### config.mk
export PLATFORM = sky130hd
export DESIGN_NAME = unlock_flash_seq
export DESIGN_NICKNAME = d
export VERILOG_FILES = /design/src/rtl/ufs_pkg.sv /design/src/rtl/ufs_cmd_table.sv /design/src/rtl/ufs_gap_timer.sv /design/src/rtl/ufs_pair_counter.sv /design/src/rtl/unlock_flash_seq.sv
export SDC_FILE = /design/constraint.sdc
export NUM_CORES = 1
export LEC_CHECK = 0
export CAP_MARGIN = 20
export CORE_AREA = 2 2 76 151
export DETAILED_ROUTE_END_ITERATION = 10
export DIE_AREA = 0 0 78 153
export GPL_ROUTABILITY_DRIVEN = 1
export PLACE_DENSITY_LB_ADDON = 0.1
export SYNTH_ARGS = -nofsm -noshare
export SYNTH_HDL_FRONTEND = slang
export SYNTH_SLANG_ARGS = --single-unit
### constraint.sdc
create_clock -name clk -period 3.4 [get_ports clk]
set_input_delay 0.34 -clock clk [delete_from_list [all_inputs] [get_ports clk]]
set_output_delay 0.34 -clock clk [all_outputs]
set_load 0.02 [all_outputs]
### src/rtl/ufs_pkg.sv
package ufs_pkg;

    localparam logic [7:0] KEY_FIRST  = 8'hAA;
    localparam logic [7:0] KEY_SECOND = 8'h55;
    localparam logic [7:0] ERASE_ARM  = 8'h80;
    localparam logic [7:0] ERASE_GO   = 8'h30;
    localparam logic [7:0] PROG_ARM   = 8'hA0;
    localparam logic [7:0] EXIT_CMD   = 8'hF0;
    localparam logic [7:0] BLANK_BYTE = 8'hFF;

    typedef enum logic [1:0] {
        AS_KEY_A,
        AS_KEY_B,
        AS_BASE,
        AS_BYTE
    } addr_sel_e;

    typedef struct packed {
        addr_sel_e  asel;
        logic       use_src;
        logic [7:0] data;
        logic       last;
    } cmd_step_t;

    typedef enum logic [3:0] {
        ST_IDLE,
        ST_CMD_WR,
        ST_CMD_GAP,
        ST_POLL_RD1,
        ST_POLL_CAP1,
        ST_POLL_RD2,
        ST_POLL_CAP2,
        ST_EXIT_WR,
        ST_EXIT_GAP,
        ST_VFY_RD,
        ST_VFY_CAP,
        ST_FIN
    } seq_state_e;

    function automatic cmd_step_t step_lookup(input logic prog, input logic [2:0] idx);
        cmd_step_t s;
        s = '{asel: AS_BASE, use_src: 1'b0, data: 8'h00, last: 1'b0};
        if (prog) begin
            unique case (idx)
                3'd0: s = '{asel: AS_KEY_A, use_src: 1'b0, data: KEY_FIRST,  last: 1'b0};
                3'd1: s = '{asel: AS_KEY_B, use_src: 1'b0, data: KEY_SECOND, last: 1'b0};
                3'd2: s = '{asel: AS_KEY_A, use_src: 1'b0, data: PROG_ARM,   last: 1'b0};
                3'd3: s = '{asel: AS_BYTE,  use_src: 1'b1, data: 8'h00,      last: 1'b1};
                default: s = '{asel: AS_BASE, use_src: 1'b0, data: 8'h00, last: 1'b1};
            endcase
        end else begin
            unique case (idx)
                3'd0: s = '{asel: AS_KEY_A, use_src: 1'b0, data: KEY_FIRST,  last: 1'b0};
                3'd1: s = '{asel: AS_KEY_B, use_src: 1'b0, data: KEY_SECOND, last: 1'b0};
                3'd2: s = '{asel: AS_KEY_A, use_src: 1'b0, data: ERASE_ARM,  last: 1'b0};
                3'd3: s = '{asel: AS_KEY_A, use_src: 1'b0, data: KEY_FIRST,  last: 1'b0};
                3'd4: s = '{asel: AS_KEY_B, use_src: 1'b0, data: KEY_SECOND, last: 1'b0};
                3'd5: s = '{asel: AS_BASE,  use_src: 1'b0, data: ERASE_GO,   last: 1'b1};
                default: s = '{asel: AS_BASE, use_src: 1'b0, data: 8'h00, last: 1'b1};
            endcase
        end
        return s;
    endfunction

endpackage

### src/rtl/ufs_cmd_table.sv
module ufs_cmd_table
    import ufs_pkg::*;
(
    input  logic       prog,
    input  logic [2:0] step,
    output cmd_step_t  entry
);
    always_comb entry = step_lookup(prog, step);
endmodule

### src/rtl/ufs_gap_timer.sv
module ufs_gap_timer #(
    parameter int GAP_CYCLES = 125
) (
    input  logic clk,
    input  logic rst_n,
    input  logic load,
    output logic expired
);
    localparam int CW = $clog2(GAP_CYCLES + 1);
    localparam logic [CW-1:0] RELOAD = CW'(GAP_CYCLES - 1);

    logic [CW-1:0] cnt_q;

    always_ff @(posedge clk) begin
        if (!rst_n)
            cnt_q <= '0;
        else if (load)
            cnt_q <= RELOAD;
        else if (cnt_q != '0)
            cnt_q <= cnt_q - CW'(1);
    end

    assign expired = (cnt_q == '0);
endmodule

### src/rtl/ufs_pair_counter.sv
module ufs_pair_counter #(
    parameter int POLL_LIMIT = 1000000
) (
    input  logic clk,
    input  logic rst_n,
    input  logic clr,
    input  logic inc,
    output logic at_limit
);
    localparam int CW = $clog2(POLL_LIMIT + 1);
    localparam logic [CW-1:0] LAST_PAIR = CW'(POLL_LIMIT - 1);

    logic [CW-1:0] cnt_q;

    always_ff @(posedge clk) begin
        if (!rst_n || clr)
            cnt_q <= '0;
        else if (inc)
            cnt_q <= cnt_q + CW'(1);
    end

    assign at_limit = (cnt_q == LAST_PAIR);
endmodule

### src/rtl/unlock_flash_seq.sv
module unlock_flash_seq
    import ufs_pkg::*;
#(
    parameter int BANK_BYTES   = 8192,
    parameter int BANK_W       = 1,
    parameter int UNLOCK_A_OFF = 'h555,
    parameter int UNLOCK_B_OFF = 'h2AA,
    parameter int GAP_CYCLES   = 125,
    parameter int POLL_LIMIT   = 1000000,
    localparam int OFF_W       = $clog2(BANK_BYTES),
    localparam int FA_W        = BANK_W + OFF_W
) (
    input  logic              clk,
    input  logic              rst_n,
    input  logic              start,
    input  logic              op_prog,
    input  logic [BANK_W-1:0] bank_sel,
    output logic [OFF_W-1:0]  src_addr,
    input  logic [7:0]        src_data,
    output logic [FA_W-1:0]   fl_addr,
    output logic [7:0]        fl_wdata,
    output logic              fl_we,
    output logic              fl_re,
    input  logic [7:0]        fl_rdata,
    output logic              busy,
    output logic              done,
    output logic              timeout,
    output logic              verify_fail
);
    localparam logic [OFF_W-1:0] OFS_A    = OFF_W'(UNLOCK_A_OFF);
    localparam logic [OFF_W-1:0] OFS_B    = OFF_W'(UNLOCK_B_OFF);
    localparam logic [OFF_W-1:0] LAST_IDX = OFF_W'(BANK_BYTES - 1);

    seq_state_e        state_q, state_d;
    logic [2:0]        step_q;
    logic [OFF_W-1:0]  idx_q;
    logic              prog_q;
    logic [BANK_W-1:0] bank_q;
    logic [7:0]        first_rd_q;
    logic              tmo_q, vfail_q;

    cmd_step_t entry;
    logic      gap_load, gap_done;
    logic      pair_clr, pair_inc, pair_at_limit;
    logic      pair_equal, last_byte;
    logic [7:0] vfy_expect;

    ufs_cmd_table table_i (
        .prog  (prog_q),
        .step  (step_q),
        .entry (entry)
    );

    ufs_gap_timer #(.GAP_CYCLES(GAP_CYCLES)) gap_i (
        .clk     (clk),
        .rst_n   (rst_n),
        .load    (gap_load),
        .expired (gap_done)
    );

    ufs_pair_counter #(.POLL_LIMIT(POLL_LIMIT)) pair_i (
        .clk      (clk),
        .rst_n    (rst_n),
        .clr      (pair_clr),
        .inc      (pair_inc),
        .at_limit (pair_at_limit)
    );

    assign pair_equal = (fl_rdata == first_rd_q);
    assign last_byte  = (idx_q == LAST_IDX);
    assign vfy_expect = prog_q ? src_data : BLANK_BYTE;
    assign gap_load   = (state_q == ST_CMD_WR) || (state_q == ST_EXIT_WR);
    assign pair_clr   = (state_q == ST_CMD_WR);
    assign pair_inc   = (state_q == ST_POLL_CAP2) && !pair_equal;

    // Next-state logic
    always_comb begin
        state_d = state_q;
        unique case (state_q)
            ST_IDLE:      if (start) state_d = ST_CMD_WR;
            ST_CMD_WR:    state_d = ST_CMD_GAP;
            ST_CMD_GAP:   if (gap_done) state_d = entry.last ? ST_POLL_RD1 : ST_CMD_WR;
            ST_POLL_RD1:  state_d = ST_POLL_CAP1;
            ST_POLL_CAP1: state_d = ST_POLL_RD2;
            ST_POLL_RD2:  state_d = ST_POLL_CAP2;
            ST_POLL_CAP2: begin
                if (pair_equal)
                    state_d = (prog_q && !last_byte) ? ST_CMD_WR : ST_EXIT_WR;
                else if (pair_at_limit)
                    state_d = ST_EXIT_WR;
                else
                    state_d = ST_POLL_RD1;
            end
            ST_EXIT_WR:   state_d = ST_EXIT_GAP;
            ST_EXIT_GAP:  if (gap_done) state_d = ST_VFY_RD;
            ST_VFY_RD:    state_d = ST_VFY_CAP;
            ST_VFY_CAP:   state_d = last_byte ? ST_FIN : ST_VFY_RD;
            ST_FIN:       state_d = ST_IDLE;
            default:      state_d = ST_IDLE;
        endcase
    end

    // State register and working registers
    always_ff @(posedge clk) begin
        if (!rst_n) begin
            state_q    <= ST_IDLE;
            step_q     <= '0;
            idx_q      <= '0;
            prog_q     <= 1'b0;
            bank_q     <= '0;
            first_rd_q <= '0;
            tmo_q      <= 1'b0;
            vfail_q    <= 1'b0;
        end else begin
            state_q <= state_d;
            unique case (state_q)
                ST_IDLE: if (start) begin
                    prog_q  <= op_prog;
                    bank_q  <= bank_sel;
                    step_q  <= '0;
                    idx_q   <= '0;
                    tmo_q   <= 1'b0;
                    vfail_q <= 1'b0;
                end
                ST_CMD_GAP: if (gap_done && !entry.last) step_q <= step_q + 3'd1;
                ST_POLL_CAP1: first_rd_q <= fl_rdata;
                ST_POLL_CAP2: begin
                    if (pair_equal) begin
                        step_q <= '0;
                        idx_q  <= (prog_q && !last_byte) ? idx_q + OFF_W'(1) : '0;
                    end else if (pair_at_limit) begin
                        tmo_q <= 1'b1;
                        idx_q <= '0;
                    end
                end
                ST_VFY_CAP: begin
                    if (fl_rdata != vfy_expect) vfail_q <= 1'b1;
                    idx_q <= idx_q + OFF_W'(1);
                end
                default: ;
            endcase
        end
    end

    // Output decode
    always_comb begin
        fl_we    = 1'b0;
        fl_re    = 1'b0;
        fl_addr  = {bank_q, {OFF_W{1'b0}}};
        fl_wdata = 8'h00;
        done     = 1'b0;
        unique case (state_q)
            ST_CMD_WR: begin
                fl_we = 1'b1;
                unique case (entry.asel)
                    AS_KEY_A: fl_addr = {bank_q, OFS_A};
                    AS_KEY_B: fl_addr = {bank_q, OFS_B};
                    AS_BASE:  fl_addr = {bank_q, {OFF_W{1'b0}}};
                    AS_BYTE:  fl_addr = {bank_q, idx_q};
                    default:  fl_addr = {bank_q, {OFF_W{1'b0}}};
                endcase
                fl_wdata = entry.use_src ? src_data : entry.data;
            end
            ST_POLL_RD1, ST_POLL_RD2: fl_re = 1'b1;
            ST_EXIT_WR: begin
                fl_we    = 1'b1;
                fl_wdata = EXIT_CMD;
            end
            ST_VFY_RD: begin
                fl_re   = 1'b1;
                fl_addr = {bank_q, idx_q};
            end
            ST_FIN: done = 1'b1;
            default: ;
        endcase
    end

    assign src_addr    = idx_q;
    assign busy        = (state_q != ST_IDLE);
    assign timeout     = tmo_q;
    assign verify_fail = vfail_q;

endmodule

==> flow_results.org <==
** Cells and area
- Area grow syn2layout :: 30.9%
- The number of antenna diodes in the final layout is 0.
- In the final layout, the share of cells above drive strength 1 is 11.6%.
- Final instance count without filler cells :: 664
- Count of fill cells added during filler insertion :: 1089
- At the end of the flow, the number of nets in the layout was 549.

** Timing
- Setup total negative slack on the finished layout was measured at 0 ps.
- The worst path in the final design needs a cycle of 3210 ps, including I/O delays and setup.
- Largest clock skew in the final design :: 8.38 ps
- Actual slew at the worst max-slew pin :: 859 ps
- The number of hold violations in the final report was 0.
- Setup repair after global routing left no endpoint under its margin.
- Slew margin rel. :: 42.3%
- The max-slew violation total from the final report was 0.
- Setup violation total in the final timing report :: 0
- After layout, the worst path uses 94.5% of the clock period.
- Based on the critical path, the design can be clocked at up to 311 MHz.

** Placed design
- Routability-driven placement congestion ratio :: 0.811
- In this run the tool buffered the top-level ports with 61 buffer cells.
- After legalization and detailed placement, the total HPWL measured 7.88 mm.
- Placed Instances :: 649

** Power and ir drop
- The share of total power dissipated in sequential elements is 28.1%.
- Power spread over the standard cell area amounts to 632 nW/µm².
- Net switching share of the total power :: 34.2%
- The share of total power dissipated in the clock network is 37.2%.
- Net load switching power :: 1050 µW
- Power comes to 3060 µW.
- The internal power of the cells totals 2010 µW.
- Leakage power :: 0.00172 µW
- Maximum resistive drop on vdd :: 398 µV
- Share of total power in combinational logic :: 34.7%

** Worst setup path
- Startpoint types :: flip-flop
- The most critical setup path has its startpoint at step_q[0].
- Endpoint required time on the critical path :: 3060 ps
- CP Capture Type :: output port
- Worst Path Max Fanout :: 9
- Worst-case register-to-register setup slack :: 920 ps
- Category of the critical setup timing path :: reg -> out
- Data arrival time at the worst-slack endpoint :: 2870 ps
- Reg2reg start :: state_q[1]

** Route
- For this run, the detailed router's first-pass iteration total came to 4.
- Routed Antenna Nets :: 0
- Vias after detailed routing :: 3431
- For this block, the initial DRC count from the detailed router was 235.
- Wire length per cell after detailed routing :: 15.6 µm
- In the routed design, unresolved DRC markers number 0.
- Drt total wl :: 10.4 mm
- Via/cell ratio :: 5.17

** Die
- Die area :: 11900 µm²
- Die Wd :: 78 µm
- The floorplan step set the die height to 153 µm.
- The floorplan has 54 rows.
- After floorplanning, the core was sized to cover 10800 µm².
- For this configuration, the core starts out at a cell density of 34.1%.
- For this design the top-level I/O count stands at 62.

** Clock tree
- The clock tree synthesis step divided the H-tree into 3 levels.
- Clock tree synthesis found a total of 59 sinks.
- Clock slew at reported path FFs :: 50 ps
- Number of buffers inserted for hold repair after clock tree synthesis :: 0
- Post-CTS Setup Repair Bufs :: 0
- TritonCTS built the clock tree.
- The clock reaches the later pin of the worst-skew pair after 340 ps.
- Clk root buf :: sky130_fd_sc_hd__clkbuf_16
- Clock buffers created by TritonCTS :: 9
- Maximum count of clock buffers along a single path :: 2

** Logic synthesis
- Synthesis produced a netlist whose cell count is 456.
- Cell type with the highest aggregate area in the netlist :: sky130_fd_sc_hd__dfxtp_1
- Distinct cell type count after synthesis :: 70
- Among all cell types in the netlist, the one instantiated most often is sky130_fd_sc_hd__dfxtp_1.
- Yosys mapped a number of flops with a built-in enable equal to 0.
- Summing the sequential cell areas from Yosys gives 32.0% of the chip area.
- In the synthesized netlist, the cells that appear most often are sky130_fd_sc_hd__dfxtp_1 (59), sky130_fd_sc_hd__nor2_1 (54), sky130_fd_sc_hd__nand2_1 (43).
- Yosys warns :: 0
- Net count after synthesis :: 485
- After synthesis the cells add up to 3690 µm².
- Of all flip-flops after synthesis, the portion carrying an async set or reset was 0%.
- The most used flip-flop cell after synthesis is sky130_fd_sc_hd__dfxtp_1.
- Flops & latches, synth :: 59
- Top post-synthesis cells by area :: sky130_fd_sc_hd__dfxtp_1 (32%), sky130_fd_sc_hd__xnor2_1 (7.1%), sky130_fd_sc_hd__nor2_1 (5.5%)
- Share of the synthesized area in the top cell type :: 32.0%
- Average footprint of a synthesized cell :: 8.09 µm²

** Hold path
- The worst hold path begins at first_rd_q[2].
- The tightest min-delay check is of the reg -> reg type.

** Global routing
- The via count of the first global-routing pass came to 3357.
- Wire length of the first global-routing pass :: 16.8 mm
- In the global route stage, overall resource usage came out at 17.8%.
- For this run the aggregate overflow at the end of global routing stands at 0.
- Number of antenna violations at the first check in global routing :: 0
- Largest net degree at the start of global routing :: 23

** Status
- Result of the run :: finished, final reports clean

** Run
- The tool flagged a number of max-cap violations equal to 0.
area by class of cell:
cell class / count / area [µm²] / share of cell area [%]
clock buffers: 10 / 239 / 4.95
clock inverters: 5 / 125 / 2.59
inverters: 28 / 105 / 2.18
multi-input cells: 349 / 2300 / 47.7
flip-flops and latches: 59 / 1180 / 24.5
well taps: 140 / 175 / 3.63
repair buffers: 73 / 701 / 14.5
worst max-delay path, cell delays in order (launching register included):
cell and delay (ps):
sky130_fd_sc_hd__dfxtp_2 400, sky130_fd_sc_hd__ha_1 180, sky130_fd_sc_hd__ha_2 270, sky130_fd_sc_hd__o21bai_1 110, sky130_fd_sc_hd__a221oi_2 330, sky130_fd_sc_hd__inv_1 140
sky130_fd_sc_hd__nor3_1 220, sky130_fd_sc_hd__buf_4 180, sky130_fd_sc_hd__a21o_1 90, sky130_fd_sc_hd__clkdlybuf4s50_1 600
per-layer routing:
layer | global-route usage [%] | up-vias | share of wire, %
met3 | 2.18 | 18 | 2.1
met5 | 0 | - | 0
met4 | 8.35 | 0 | 2.4
met2 | 33.5 | 45 | 55
met1 | 19.2 | 1626 | 40
li1 | - | 1742 | -
stage by stage:
stage | setup slack, ps | hold WS, ps | utilization (%) | instance area, µm²
after detailed placement | 367 | 462 | 41.2 | 4450
after CTS | 9.38 | 468 | 44.6 | 4820
after floorplan | 1010 | 437 | - | 3690
after global placement | 432 | 454 | 41.2 | 4450
after global routing | 28.7 | 481 | 44.7 | 4830
final | 186 | 468 | 44.7 | 4830
power groups by stage:
stage	Clock, µW	Combinational (µW)	Sequential [µW]
floorplan	0	720	824
global placement	0	1050	867
detailed placement	0	1050	870
CTS	1150	1060	856
global route	1170	1160	871
finish	1140	1060	857
layout by cell type (no fill, tap or decap), types with 8 or more instances in the layout:
cell | netlist | routed
sky130_fd_sc_hd__a21oi_1 | 27 | 26
sky130_fd_sc_hd__buf_4 | 3 | 12
sky130_fd_sc_hd__clkbuf_16 | 0 | 9
sky130_fd_sc_hd__clkdlybuf4s50_1 | 0 | 61
sky130_fd_sc_hd__dfxtp_1 | 59 | 57
sky130_fd_sc_hd__inv_1 | 27 | 27
sky130_fd_sc_hd__nand2_1 | 43 | 43
sky130_fd_sc_hd__nand3_1 | 17 | 17
sky130_fd_sc_hd__nand4_1 | 8 | 8
sky130_fd_sc_hd__nor2_1 | 54 | 54
sky130_fd_sc_hd__nor3_1 | 18 | 18
sky130_fd_sc_hd__o211ai_1 | 8 | 8
sky130_fd_sc_hd__o21a_1 | 8 | 8
sky130_fd_sc_hd__o21ai_0 | 13 | 13
sky130_fd_sc_hd__xnor2_1 | 30 | 30
sky130_fd_sc_hd__xor2_1 | 12 | 12
flip-flops by register name (all words and copies together), names as in the netlist:
signal / flops
pair_i.cnt_q: 20
src_addr: 13
first_rd_q: 8
gap_i.cnt_q: 7
state_q: 4
step_q: 3
bank_q: 1
prog_q: 1
timeout: 1
verify_fail: 1
worst paths after layout:
| kind | end | depth (start not counted) |
|---|---|---|
| setup / recovery | fl_addr[0] | 9 |
| hold / removal | first_rd_q[2] | 2 |
| setup reg to reg | pair_i.cnt_q[15] | 7 |
| hold reg to reg | first_rd_q[2] | 2 |
cells by family (layout without fill, tap and decap cells):
| group | Yosys count | count (layout) | synth area share (%) |
|---|---|---|---|
| DFF | 59 | 59 | 32.0 |
| xor gates and xnor gates | 42 | 42 | 9.97 |
| adders and majority gates | 8 | 8 | 2.71 |
| AOI/OAI and AO/OA | 100 | 100 | 19.2 |
| and+or+nand+nor | 197 | 197 | 29.6 |
| muxes | 2 | 2 | 0.644 |
| buffers and inverters | 48 | 116 | 5.93 |
timing repair:
item | in CTS | in global routing
pin swaps | 0 | 0
resized for setup | 1 | 4
cloned | 0 | 0
setup endpoints to repair | 1 | 7
Power figures use the tool's default switching activity.
